<file path="src/rtl/srw_pkg.sv">
package srw_pkg;
    localparam int ADDR_W = 12;
    localparam int DATA_W = 28;

    typedef enum logic [1:0] {
        ST_IDLE = 2'd0,
        ST_ADDR = 2'd1,
        ST_DATA = 2'd2
    } srw_state_e;
endpackage

</file>
<file path="src/rtl/srw_sync.sv">
module srw_sync #(
    parameter int                W       = 3,
    parameter int                STAGES  = 2,
    parameter logic [W-1:0]      RST_VAL = '0
) (
    input  logic         clk,
    input  logic         rst_n,
    input  logic [W-1:0] d_i,
    output logic [W-1:0] q_o
);
    for (genvar b = 0; b < W; b++) begin : g_bit
        logic [STAGES-1:0] chain_q;
        always_ff @(posedge clk or negedge rst_n) begin
            if (!rst_n) chain_q <= {STAGES{RST_VAL[b]}};
            else        chain_q <= {chain_q[STAGES-2:0], d_i[b]};
        end
        assign q_o[b] = chain_q[STAGES-1];
    end
endmodule

</file>
<file path="src/rtl/srw_edge.sv">
module srw_edge (
    input  logic clk,
    input  logic rst_n,
    input  logic lvl_i,
    output logic rise_o
);
    logic prev_q;
    always_ff @(posedge clk or negedge rst_n) begin
        if (!rst_n) prev_q <= 1'b0;
        else        prev_q <= lvl_i;
    end
    assign rise_o = lvl_i & ~prev_q;
endmodule

</file>
<file path="src/rtl/srw_fsm.sv">
module srw_fsm
    import srw_pkg::*;
#(
    parameter int AW = ADDR_W,
    parameter int DW = DATA_W
) (
    input  logic          clk,
    input  logic          rst_n,
    input  logic          sel_hi_i,
    input  logic          rise_i,
    input  logic          bit_i,
    output logic          stb_o,
    output logic [AW-1:0] addr_o,
    output logic [DW-1:0] data_o
);
    localparam int MAXW   = (AW > DW) ? AW : DW;
    localparam int CNT_W  = $clog2(MAXW);
    localparam logic [CNT_W-1:0] A_LAST = CNT_W'(AW - 1);
    localparam logic [CNT_W-1:0] D_LAST = CNT_W'(DW - 1);

    srw_state_e       state_q, state_d;
    logic [CNT_W-1:0] cnt_q;
    logic [AW-1:0]    asr_q;
    logic [DW-1:0]    dsr_q;
    logic             addr_done, word_done;

    assign addr_done = (state_q == ST_ADDR) && !sel_hi_i && rise_i && (cnt_q == A_LAST);
    assign word_done = (state_q == ST_DATA) && !sel_hi_i && rise_i && (cnt_q == D_LAST);

    // next-state logic
    always_comb begin
        state_d = state_q;
        unique case (state_q)
            ST_IDLE: if (!sel_hi_i) state_d = ST_ADDR;      // T_SELECT
            ST_ADDR: begin
                if (sel_hi_i)       state_d = ST_IDLE;      // T_ABORT
                else if (addr_done) state_d = ST_DATA;      // T_ADDR_DONE
            end
            ST_DATA: if (sel_hi_i)  state_d = ST_IDLE;      // T_ABORT; T_WORD_DONE stays
            default:                state_d = ST_IDLE;
        endcase
    end

    // state register
    always_ff @(posedge clk or negedge rst_n) begin
        if (!rst_n) state_q <= ST_IDLE;
        else        state_q <= state_d;
    end

    // shift datapath
    always_ff @(posedge clk or negedge rst_n) begin
        if (!rst_n) begin
            cnt_q <= '0;
            asr_q <= '0;
            dsr_q <= '0;
        end else if (sel_hi_i) begin
            cnt_q <= '0;
        end else if (rise_i) begin
            unique case (state_q)
                ST_ADDR: begin
                    asr_q <= {bit_i, asr_q[AW-1:1]};
                    cnt_q <= addr_done ? '0 : cnt_q + 1'b1;
                end
                ST_DATA: begin
                    dsr_q <= {bit_i, dsr_q[DW-1:1]};
                    cnt_q <= word_done ? '0 : cnt_q + 1'b1;
                    if (word_done) asr_q <= asr_q + 1'b1;
                end
                default: cnt_q <= '0;
            endcase
        end
    end

    // output register
    always_ff @(posedge clk or negedge rst_n) begin
        if (!rst_n) begin
            stb_o  <= 1'b0;
            addr_o <= '0;
            data_o <= '0;
        end else begin
            stb_o <= word_done;
            if (word_done) begin
                addr_o <= asr_q;
                data_o <= {bit_i, dsr_q[DW-1:1]};
            end
        end
    end

    // checker state for burst addressing
    logic          burst_q;
    logic [AW-1:0] last_addr_q;
    always_ff @(posedge clk or negedge rst_n) begin
        if (!rst_n) begin
            burst_q     <= 1'b0;
            last_addr_q <= '0;
        end else begin
            if (stb_o) last_addr_q <= addr_o;
            if (sel_hi_i)   burst_q <= 1'b0;
            else if (stb_o) burst_q <= 1'b1;
        end
    end

    p_stb_pulse_r9: assert property (@(posedge clk) disable iff (!rst_n)
        stb_o |=> !stb_o);
    p_stb_from_data_r2: assert property (@(posedge clk) disable iff (!rst_n)
        stb_o |-> $past(state_q) == ST_DATA);
    p_stb_needs_sel_r5: assert property (@(posedge clk) disable iff (!rst_n)
        stb_o |-> $past(!sel_hi_i));
    p_burst_step_r6: assert property (@(posedge clk) disable iff (!rst_n)
        (stb_o && burst_q) |-> addr_o == last_addr_q + 1'b1);
    p_desel_restart_r8: assert property (@(posedge clk) disable iff (!rst_n)
        sel_hi_i |=> (state_q == ST_IDLE) && (cnt_q == '0));
    p_cnt_bound_r2: assert property (@(posedge clk) disable iff (!rst_n)
        ((state_q == ST_ADDR) |-> cnt_q <= A_LAST) and ((state_q == ST_DATA) |-> cnt_q <= D_LAST));
endmodule

</file>
<file path="src/rtl/serial_regwr_slave.sv">
module serial_regwr_slave
    import srw_pkg::*;
#(
    parameter int AW          = ADDR_W,
    parameter int DW          = DATA_W,
    parameter int SYNC_STAGES = 2
) (
    input  logic          clk,
    input  logic          rst_n,
    input  logic          sclk_i,
    input  logic          sdin_i,
    input  logic          sel_n_i,
    output logic          wr_stb_o,
    output logic [AW-1:0] wr_addr_o,
    output logic [DW-1:0] wr_data_o
);
    localparam int NSIG = 3;
    localparam logic [NSIG-1:0] SYNC_RST = 3'b100;  // {sel_n, sdin, sclk}

    logic [NSIG-1:0] raw, synced;
    logic            sclk_rise;

    assign raw = {sel_n_i, sdin_i, sclk_i};

    srw_sync #(.W(NSIG), .STAGES(SYNC_STAGES), .RST_VAL(SYNC_RST)) u_sync (
        .clk   (clk),
        .rst_n (rst_n),
        .d_i   (raw),
        .q_o   (synced)
    );

    srw_edge u_edge (
        .clk    (clk),
        .rst_n  (rst_n),
        .lvl_i  (synced[0]),
        .rise_o (sclk_rise)
    );

    srw_fsm #(.AW(AW), .DW(DW)) u_fsm (
        .clk      (clk),
        .rst_n    (rst_n),
        .sel_hi_i (synced[2]),
        .rise_i   (sclk_rise),
        .bit_i    (synced[1]),
        .stb_o    (wr_stb_o),
        .addr_o   (wr_addr_o),
        .data_o   (wr_data_o)
    );
endmodule

</file>
<file path="config.mk">
export PLATFORM = sky130hd
export DESIGN_NAME = serial_regwr_slave
export DESIGN_NICKNAME = d
export VERILOG_FILES = /design/src/rtl/srw_pkg.sv /design/src/rtl/srw_sync.sv /design/src/rtl/srw_edge.sv /design/src/rtl/srw_fsm.sv /design/src/rtl/serial_regwr_slave.sv
export SDC_FILE = /design/constraint.sdc
export NUM_CORES = 1
export LEC_CHECK = 0
export ABC_AREA = 1
export BUFFER_PORTS_ARGS = -buffer_cell sky130_fd_sc_hd__buf_2
export CAP_MARGIN = 20
export CORE_AREA = 2 2 110 112
export DETAILED_ROUTE_END_ITERATION = 8
export DIE_AREA = 0 0 112 114
export PLACE_DENSITY_LB_ADDON = 0.3
export SLEW_MARGIN = 20
export SYNTH_ARGS = -nofsm -noshare
export SYNTH_HDL_FRONTEND = slang
export SYNTH_SLANG_ARGS = --single-unit
export TNS_END_PERCENT = 30
</file>
<file path="constraint.sdc">
create_clock -name clk -period 2.8 [get_ports clk]
set_clock_uncertainty 0.1 [all_clocks]
set_input_delay 0.28 -clock clk [delete_from_list [all_inputs] [get_ports clk]]
set_output_delay 0.28 -clock clk [all_outputs]
set_load 0.01 [all_outputs]
</file>
==> flow_metrics.py, run 1 <==
metrics = {
    "synthesis": {
        "ys_warn_count": 0,
        "synth.top_cell.area_share": 0.580,
        "ys_types": 25,
        "avgSynthCellArea_um2": 8.76,
        "syn_nets": 463,
        "syn_area_mm2": 0.00397,
        "syn_inst": 453,
        "synth_seq_area_share": 0.594,
        "ys_ff_latch": 94,
        "yosys.area.top_type": "dfrtp_1",
        "synth_area_leaders": "dfrtp_1 58%, nand2_1 14%, o21ai_0 5.9%",
    },
    "cells_and_area": {
        "area_delta_synth_final_pct": 17.4,
        "fin_area_mm2": 0.00466,
        "layout-drive-gt1-share": 0.148,
        "nFillCells": 1209,
        "layout.nets": 511,
        "insertedDiodeCount": 0,
        "multi_input_area_mm2": 0.00133,
        "seqCellArea_mm2": 0.00235,
    },
    "pwr": {
        "power_leakage_uw": 0.00233,
        "seqPwrFrac": 0.505,
        "power_density_mw_per_mm2": 640,
        "power_switching_uw": 806,
        "p_int_uw": 2170,
        "ir_drop_mv": 0.262,
        "swShare": 0.271,
        "p_comb_frac": 0.112,
        "total_power_uw": 2980,
        "clock_power_share": 0.383,
    },
    "clock_tree": {
        "h-tree-depth": 3,
        "cts_inserted_buffers": 9,
        "cts_tree": "yes",
        "clk_pin_slew_ns": 0.07,
        "clockRootBuffer": "clkbuf_16",
        "cts_sinks": 94,
        "clockBufferDepth": 2,
        "clock_latency_ns": 0.34,
        "cts_setup_buffers": 0,
    },
    "global_routing": {
        "grt_pass1_wl_um": 13200,
        "grtUsageTotal": 0.128,
        "use_met2": 0.208,
        "overflow": 0,
        "antenna_found_initial": 0,
        "grt_most_used_layer": "met2",
        "grt_pass1_vias": 2969,
        "grt.met3_usage": 0.0351,
        "grt_max_degree": 55,
        "grtUsageMet1": 0.160,
    },
    "min_path": {
        "whs_path_depth": 0,
        "worstHoldPathType": "register to register",
    },
    "setup_path": {
        "endpoint_kind": "register",
        "critPathKind": "register to register",
        "worstPathRequired_ns": 2.97,
        "critPathLaunch": "u_fsm.cnt_q[0]",
        "reg2reg_slack_ns": 0.78,
        "cp-start-kind": "register",
        "arrival_ns": 2.19,
        "path_max_fanout": 42,
        "rr_endpoint": "u_fsm.asr_q[2]",
        "endpoint": "u_fsm.asr_q[2]",
        "rr_startpoint": "u_fsm.cnt_q[0]",
        "ff2ff_path_depth": 9,
    },
    "drt": {
        "wire_per_inst_um": 11.5,
        "drt-pass1-iter-count": 4,
        "postRouteAntennaNets": 0,
        "dr_total_vias": 2973,
        "drt_iter0_markers": 140,
        "vias_per_cell": 4.55,
        "drt-total-wl_um": 7510,
        "drc": 0,
    },
    "sta": {
        "fin_crit_ns": 2.02,
        "fin_setup_tns_ns": 0,
        "finalMaxSlewViolations": 0,
        "tightestPinTransition_ns": 0.614,
        "rsz0062_at_grt": "false",
        "fin_ws_ns": 0.779,
        "setup_viol": 0,
        "hold_violations": 0,
        "slew_headroom": 0.590,
        "fmax_ghz": 0.495,
        "fin_crit_sh": 0.722,
    },
    "run": {
        "maxCapViolations": 0,
    },
    "floorplanning": {
        "start_util": 0.339,
        "die_area_mm2": 0.0128,
        "num_rows": 40,
        "io_pins": 46,
        "die_height_um": 114,
        "die_w_um": 112,
        "core_area_mm2": 0.0117,
    },
    "status": {
        "outcome": "finished clean",
    },
    "place": {
        "postPlaceCellArea_mm2": 0.00434,
        "dpl.hpwl_um": 5040,
        "place_congestion": 0.831,
        "pre_cts_ws_ns": 0.782,
        "io_buffer_count": 45,
    },
}
[area by class of cell]
cell class | instances | area share
Tap cell | 147 | 0.0395
Multi-Input combinational cell | 290 | 0.285
Clock inverter | 4 | 0.00645
Sequential cell | 94 | 0.506
Inverter | 52 | 0.0419
Clock buffer | 12 | 0.0529
Timing Repair Buffer | 54 | 0.0683
[sequential cells by signal, indices dropped and copies added (netlist names)]
name and flops:
u_fsm.stb_o 1, u_fsm.asr_q 12, u_fsm.state_q 2, u_fsm.data_o 28
u_fsm.cnt_q 5, u_fsm.dsr_q 27, u_edge.prev_q 1, u_fsm.addr_o 12
u_sync.g_bit.chain_q 6
[Yosys cell counts]
cell      instances
nand3b_1          1
or2_2             1
nand3_1          24
buf_4             2
inv_1            49
nand2_1         150
xor2_1            2
nor2_8            1
buf_1             2
nand4_1           3
ha_1              5
inv_2             3
o21ai_0          47
dfrtp_1          92
nand2_2           3
o21ai_1          32
xnor2_1           1
a21oi_1           2
dfstp_2           2
clkbuf_1          9
nand2_4           1
nor2_1           16
buf_2             2
nor3b_1           1
buf_6             2
[worst min-delay path by stage]
stage                                          start                         end  slack (ns)
after global placement                         rst_n            u_fsm.data_o[14]        0.23
after floorplan                                rst_n               u_edge.prev_q       -0.12
final                     u_sync.g_bit[1].chain_q[0]  u_sync.g_bit[1].chain_q[1]        0.25
after global routing      u_sync.g_bit[0].chain_q[0]  u_sync.g_bit[0].chain_q[1]        0.26
after detailed placement  u_sync.g_bit[1].chain_q[0]  u_sync.g_bit[1].chain_q[1]        0.23
after CTS                 u_sync.g_bit[1].chain_q[0]  u_sync.g_bit[1].chain_q[1]        0.25
[kinds of logic (layout without fill, tap and decap cells)]
group,Yosys count,in the layout,synth area share
buffers and inverters,69,122,0.0716
and+or+nand+nor,201,201,0.210
AOI/OAI and AO/OA,81,81,0.102
DFF,94,94,0.594
xor gates and xnor gates,3,3,0.00663
adders and majority gates,5,5,0.0158
[power by group through the flow]
stage / sequential, uW / combinational (uW) / clock [uW]
CTS: 1500 / 339 / 1180
floorplan: 1510 / 239 / 0
finish: 1500 / 333 / 1140
global route: 1520 / 395 / 1230
detailed placement: 1530 / 331 / 0
global placement: 1520 / 320 / 0
[critical path, stage by stage (launching register included)]
cell     delay, ns
dfrtp_1       0.38
ha_1          0.21
nand3_1       0.11
nor2_1        0.17
nand2_4       0.27
nand2_1       0.16
nand2_2       0.15
inv_2         0.23
nand2_1       0.08
o21ai_1       0.08
[placed cells by master, fill, tap and decap left out]
cell	count
nor2_8	1
dlygate4sd3_1	4
dfstp_2	2
a21oi_1	2
inv_2	3
buf_12	1
clkinvlp_4	1
buf_2	44
clkbuf_8	1
nand3b_1	1
clkbuf_1	2
o21ai_1	32
dfrtp_1	92
inv_6	1
or2_2	1
nand2_2	3
xor2_1	2
o21ai_0	47
clkinv_2	1
buf_4	5
inv_1	49
nand4_1	3
nand2_4	1
ha_1	5
nand3_1	24
xnor2_1	1
nor3b_1	1
clkinv_4	1
nor2_1	16
nand2_1	150
clkbuf_16	9
[what timing repair did]
action	in CTS	in global routing
hold buffers	4	0
hold endpoints to repair	49	0
resized for setup	0	0
[metal layers]
metal	vias up	wire length, um
met2	39	3460
met1	1404	3640
met5	-	0
li1	1517	-
met3	13	253
met4	0	150
[stage by stage]
step	utilization	hold WS, ns	instances
2_1_floorplan	-	-0.116	453
3_3_place_gp	0.371	0.232	633
3_5_place_dp	0.371	0.235	633
4_1_cts	0.398	0.250	653
5_1_grt	0.398	0.255	653
6_report	0.398	0.248	653
(Power assumes the default switching activity.)
==> run 2, diff against run 1 <==
- clock period: 2.8 -> 1.7 ns (I/O delays scaled with it)
==> run 2 against run 1 <==
Compared with the run above:
- via count up 1.6%
- fmax increased by 26%
- final area increased by 4.3%
- worst hold slack got worse by 0.018 ns
- largest power group unchanged
- largest cell class unchanged
- global-route usage fell by 0.12 points
- combinational power rose by 88%
- count of clock-buffer cells in the layout decreased by 2
- sequential share of layout area is 2.1 points lower
- clock power rose by 83%
- critical endpoint is now u_fsm.asr_q[10]
- total power increased by 74%
- critical path depth rose by 1
- worst setup slack got worse by 0.68 ns
- critical path type unchanged
==> flow_metrics.py, run 2 (synthesis gave the netlist of run 1 again) <==
metrics = {
    "pwr": {
        "power_leakage_uw": 0.00242,
        "total_power_uw": 5190,
        "ir_drop_mv": 0.501,
        "power_density_mw_per_mm2": 1070,
    },
    "clock_tree": {
        "clockRootBuffer": "clkbuf_16",
        "cts_sinks": 94,
        "clock_latency_ns": 0.34,
        "clockBufferDepth": 2,
        "h-tree-depth": 3,
        "cts_tree": "yes",
        "cts_inserted_buffers": 9,
        "clk_pin_slew_ns": 0.07,
    },
    "cells_and_area": {
        "area_delta_synth_final_pct": 22.5,
        "final_common_cell": "nand2_1",
        "final_cell_mix": "148 x nand2_1, 92 x dfrtp_1, 48 x inv_1",
        "layout-drive-gt1-share": 0.186,
        "insertedDiodeCount": 0,
        "top_register": "u_fsm.data_o",
        "largestRegisters": "u_fsm.data_o (28), u_fsm.dsr_q (27)",
        "final_cells": 663,
        "layout.nets": 521,
        "largest_reg_flops": 28,
    },
    "setup_path": {
        "ff2ff_path_depth": 10,
        "slowest_stage": "dfrtp_1",
        "cp-start-kind": "register",
        "arrival_ns": 1.79,
        "endpoint_kind": "register",
        "path_max_fanout": 10,
        "crit_family": "simple AND/OR/NAND/NOR gates",
        "rr_endpoint": "u_fsm.asr_q[10]",
        "critical_path.cell_chain": "ha_2, nand3_2, nor2_2, nand2_4, nand2_1, nand2_2, buf_12, nor2_1, nand2_1, nand2_1",
        "reg2reg_slack_ns": 0.1,
        "worstPathRequired_ns": 1.88,
        "critPathKind": "register to register",
        "worst-path-buf-inv": 1,
        "slowest_delay_ns": 0.37,
        "crit_top_cell": "nand2_1",
        "rr_startpoint": "u_fsm.cnt_q[1]",
    },
    "sta": {
        "slew_headroom": 0.673,
        "fmax_ghz": 0.623,
        "fin_crit_ns": 1.60,
        "hold_slack_ns": 0.230,
        "fin_crit_sh": 0.944,
        "hold_violations": 0,
        "finalMaxSlewViolations": 0,
        "setup_viol": 0,
        "tightestPinTransition_ns": 0.491,
    },
    "global_routing": {
        "grtUsageMet1": 0.168,
        "use_met2": 0.202,
        "antenna_found_initial": 0,
        "grt_max_degree": 55,
        "grt_most_used_layer": "met2",
        "grtUsageTotal": 0.127,
        "grt_pass1_vias": 2863,
        "overflow": 0,
        "grt_pass1_wl_um": 13200,
        "grt.met3_usage": 0.0319,
    },
    "drt": {
        "drt-total-wl_um": 7780,
        "drt-pass1-iter-count": 4,
        "wire_per_inst_um": 11.7,
        "drc": 0,
        "drt_iter0_markers": 181,
        "dr_total_vias": 3022,
        "postRouteAntennaNets": 0,
        "vias_per_cell": 4.56,
    },
    "floorplanning": {
        "io_pins": 46,
        "die_area_mm2": 0.0128,
        "num_rows": 40,
        "start_util": 0.339,
        "core_area_mm2": 0.0117,
        "die_w_um": 112,
        "die_height_um": 114,
    },
    "status": {
        "outcome": "finished clean",
    },
    "run": {
        "maxCapViolations": 0,
    },
    "place": {
        "dp.cells": 642,
        "dpl.hpwl_um": 5350,
        "io_buffer_count": 45,
        "place_congestion": 0.767,
    },
    "min_path": {
        "worstHoldPathType": "primary input to async pin",
    },
}
==> run 2: changes by cell type in the layout (fill, tap and decap cells not counted), moves of 2 or more <==
cell and change:
buf_4 +5, buf_12 +4, ha_1 -3, nor2_1 -3, nor2_2 +3, ha_2 +2, inv_8 +2, nand2_1 -2
==> run 2: layer usage <==
metal / part of all wire / up-vias
met4: 0.015 / 0
met5: 0 / -
met3: 0.041 / 12
met2: 0.46 / 55
li1: - / 1545
met1: 0.48 / 1410
==> run 2: area by class of cell <==
class / instances / area [um2]
sequential: 94 / 2350
tap: 147 / 184
clock inverter: 6 / 77.6
multi-input combinational: 290 / 1370
clock buffer: 10 / 229
inverter: 52 / 198
fill: 1171 / 6850
timing repair buffer: 64 / 447
==> run 2: power by group <==
group          switching (uW)  total [uW]  internal [uW]
Clock                     914        2090           1170
Combinational             392         625            233
Sequential                120        2470           2350
==> run 2: per-stage QoR <==
stage          TNS (ns)  setup slack [ns]  cell area (um2)  utilization
2_1_floorplan         0            0.0655             3970            -
3_3_place_gp          0            0.0651             4460        0.381
3_5_place_dp          0           0.00372             4460        0.381
4_1_cts               0            0.0126             4810        0.411
5_1_grt         -0.0132          -0.00658             4860        0.415
6_report              0            0.0959             4860        0.415
==> run 2: worst max-delay path by stage <==
stage                          start  slack [ns]  cells after the start                to
global route        u_fsm.state_q[0]      -0.007                     11   u_fsm.asr_q[10]
CTS                 u_fsm.state_q[0]        0.01                     11   u_fsm.asr_q[11]
global placement      u_fsm.cnt_q[1]        0.07                      9    u_fsm.asr_q[4]
detailed placement  u_fsm.state_q[0]       0.004                      6    u_fsm.dsr_q[3]
finish                u_fsm.cnt_q[1]         0.1                     10   u_fsm.asr_q[10]
floorplan           u_fsm.state_q[0]        0.07                      9  u_fsm.data_o[10]
==> run 2: repair_timing <==
item	4_1_cts	5_1_grt
gates resized for setup	2	12
endpoints found under the hold margin	32	0
setup buffers	0	1
pin swaps	0	3
endpoints found under the setup margin	7	29
hold buffers	4	0
gates cloned	0	0
==> run 3, diff against run 2 <==
- ABC_AREA: 1 -> 0
==> run 3 against run 2 <==
Compared with the run above:
- wire length is 3.0% higher
- non-clock buffer count is 40 higher
- combinational power is 48% higher
- first-iteration DRC count is 43% lower
- core utilization is 3.9 points higher
- the run now ends with negative setup slack left
- final cell count is 17% lower
- register-to-register slack worse by 0.16 ns
- sequential cell count stayed put
- count of clock-buffer cells in the layout is 2 higher
- critical path type unchanged
- total power is 2.8% higher
==> flow_metrics.py, run 3 <==
metrics = {
    "cells_and_area": {
        "final_cell_mix": "91 x dfrtp_1, 56 x mux2_2, 49 x buf_4",
        "largestRegisters": "u_fsm.data_o (28), u_fsm.dsr_q (27)",
        "nFillCells": 1097,
        "layout-drive-gt1-share": 0.510,
        "largest_reg_flops": 28,
        "insertedDiodeCount": 0,
        "top_register": "u_fsm.data_o",
        "seqCellArea_mm2": 0.00236,
        "postLayoutCoreUtil": 0.454,
        "layout.nets": 412,
        "multi_input_area_mm2": 0.00167,
        "area_delta_synth_final_pct": 33.4,
        "final_common_cell": "dfrtp_1",
    },
    "sta": {
        "hold_violations": 0,
        "fin_crit_sh": 1.04,
        "fmax_ghz": 0.568,
        "fin_crit_ns": 1.76,
        "rsz0062_at_grt": "true",
        "setup_viol": 63,
        "hold_slack_ns": 0.233,
        "fin_ws_ns": -0.0596,
        "finalMaxSlewViolations": 0,
        "tightestPinTransition_ns": 0.482,
        "slew_headroom": 0.679,
    },
    "clock_tree": {
        "h-tree-depth": 3,
        "clock_latency_ns": 0.34,
        "cts_tree": "yes",
        "clockBufferDepth": 2,
        "cts_sinks": 94,
        "clk_pin_slew_ns": 0.06,
        "cts_inserted_buffers": 9,
        "clockRootBuffer": "clkbuf_16",
    },
    "synthesis": {
        "synth_common_cells": "92 x dfrtp_1, 64 x mux2_2, 21 x nand2_1, 15 x o21ai_0, 12 x inv_1",
        "synth_seq_area_share": 0.591,
        "syn_area_mm2": 0.00398,
        "synth_area_leaders": "dfrtp_1 58%, mux2_2 18%, nand2_1 2.0%",
        "synth.top_cell.area_share": 0.578,
        "ys_warn_count": 0,
        "yosys.cell_count.top_type": "dfrtp_1",
        "ys_types": 47,
        "yosys.area.top_type": "dfrtp_1",
        "ys_ff_latch": 94,
        "avgSynthCellArea_um2": 13.1,
        "syn_nets": 313,
        "syn_inst": 303,
        "yosys_most_used_dff": "dfrtp_1",
        "async_flop_share": 1.00,
        "synth_edf_count": 0,
    },
    "floorplanning": {
        "die_area_mm2": 0.0128,
        "die_height_um": 114,
        "start_util": 0.340,
        "num_rows": 40,
        "die_w_um": 112,
        "io_pins": 46,
        "core_area_mm2": 0.0117,
    },
    "setup_path": {
        "reg2reg_slack_ns": -0.06,
        "endpoint_kind": "register",
        "rr_startpoint": "u_fsm.state_q[0]",
        "cp-start-kind": "register",
        "ff2ff_path_depth": 6,
        "path_max_fanout": 28,
        "rr_endpoint": "u_fsm.data_o[10]",
        "critPathKind": "register to register",
        "worstPathRequired_ns": 1.82,
        "arrival_ns": 1.88,
    },
    "status": {
        "violations": "negative setup slack",
        "outcome": "finished with violations",
    },
    "global_routing": {
        "antenna_found_initial": 0,
        "overflow": 0,
        "grt_pass1_vias": 2710,
        "grtUsageTotal": 0.130,
        "grt_pass1_wl_um": 13200,
        "grt_max_degree": 39,
    },
    "drt": {
        "postRouteAntennaNets": 0,
        "drt-pass1-iter-count": 4,
        "wire_per_inst_um": 14.5,
        "dr_total_vias": 2710,
        "drt-total-wl_um": 8010,
        "vias_per_cell": 4.90,
        "drt_iter0_markers": 104,
        "drc": 0,
    },
    "place": {
        "io_buffer_count": 45,
        "dpl.hpwl_um": 5480,
        "place_congestion": 0.838,
    },
    "pwr": {
        "ir_drop_mv": 0.508,
        "power_leakage_uw": 0.00267,
        "total_power_uw": 5330,
        "power_density_mw_per_mm2": 1000,
    },
    "run": {
        "maxCapViolations": 0,
    },
    "min_path": {
        "worstHoldPathType": "primary input to async pin",
    },
}
## run 3: how the worst max path moves through the flow
stage | from | end | slack (ns)
global placement | u_fsm.state_q[0] | u_fsm.data_o[25] | -0.11
floorplan | u_sync.g_bit[2].chain_q[1] | u_fsm.dsr_q[11] | -0.11
global route | u_fsm.state_q[0] | u_fsm.data_o[13] | -0.14
finish | u_fsm.state_q[0] | u_fsm.data_o[10] | -0.06
CTS | u_fsm.state_q[1] | u_fsm.data_o[10] | -0.07
detailed placement | u_fsm.state_q[1] | u_fsm.data_o[23] | -0.15
## run 3: timing repair
item / 4_1_cts / 5_1_grt
endpoints found under the hold margin: 36 / 0
hold buffers: 4 / 0
setup buffers: 4 / 6
endpoints found under the setup margin: 77 / 83
gates resized for setup: 18 / 22
pin swaps: 3 / 1
cloned: 0 / 1
## run 3: layer usage
metal	track usage	up-vias	routed length (um)
met1	0.170	1364	3700
met4	0.0585	0	119
met2	0.207	43	3900
met3	0.0298	9	292
li1	-	1294	-
met5	0	-	0
## run 3: report_power, final
part	switching [uW]	internal (uW)
Combinational	468	455
Clock	819	1110
Sequential	112	2360
Total	1400	3930
## run 3: cell type report
cell class / count / area share
repair buffers: 104 / 0.143
flip-flops and latches: 94 / 0.443
clock buffers: 12 / 0.0502
multi-input cells: 181 / 0.315
well taps: 147 / 0.0346
inverters: 12 / 0.00919
clock inverters: 3 / 0.00471
## run 3: per-stage QoR
step / setup slack, ns / instances / area, um2 / TNS, ns
floorplan: -0.107 / 303 / 4040 / -5.26
global placement: -0.115 / 523 / 4700 / -5.86
finish: -0.0596 / 553 / 5310 / -1.93
detailed placement: -0.148 / 523 / 4700 / -7.40
global route: -0.144 / 553 / 5310 / -7.14
CTS: -0.0723 / 546 / 5150 / -2.23
## run 3: cells by family (layout without fill, tap and decap cells)
kind of cell / Yosys count / after routing / synth area share
buffers and inverters: 28 / 131 / 0.0308
AND/OR/NAND/NOR: 59 / 59 / 0.0839
AO/OA/AOI/OAI: 49 / 49 / 0.0867
multiplexers: 68 / 68 / 0.192
adder cells (fa/ha/maj): 5 / 5 / 0.0157
flip-flops: 94 / 94 / 0.591
## run 3: worst max-delay path, stage by stage (launching register included)
cell,delay (ns)
dfrtp_1,0.38
inv_2,0.08
ha_4,0.14
nand4bb_4,0.18
nor2_4,0.19
buf_12,0.21
mux2_2,0.35
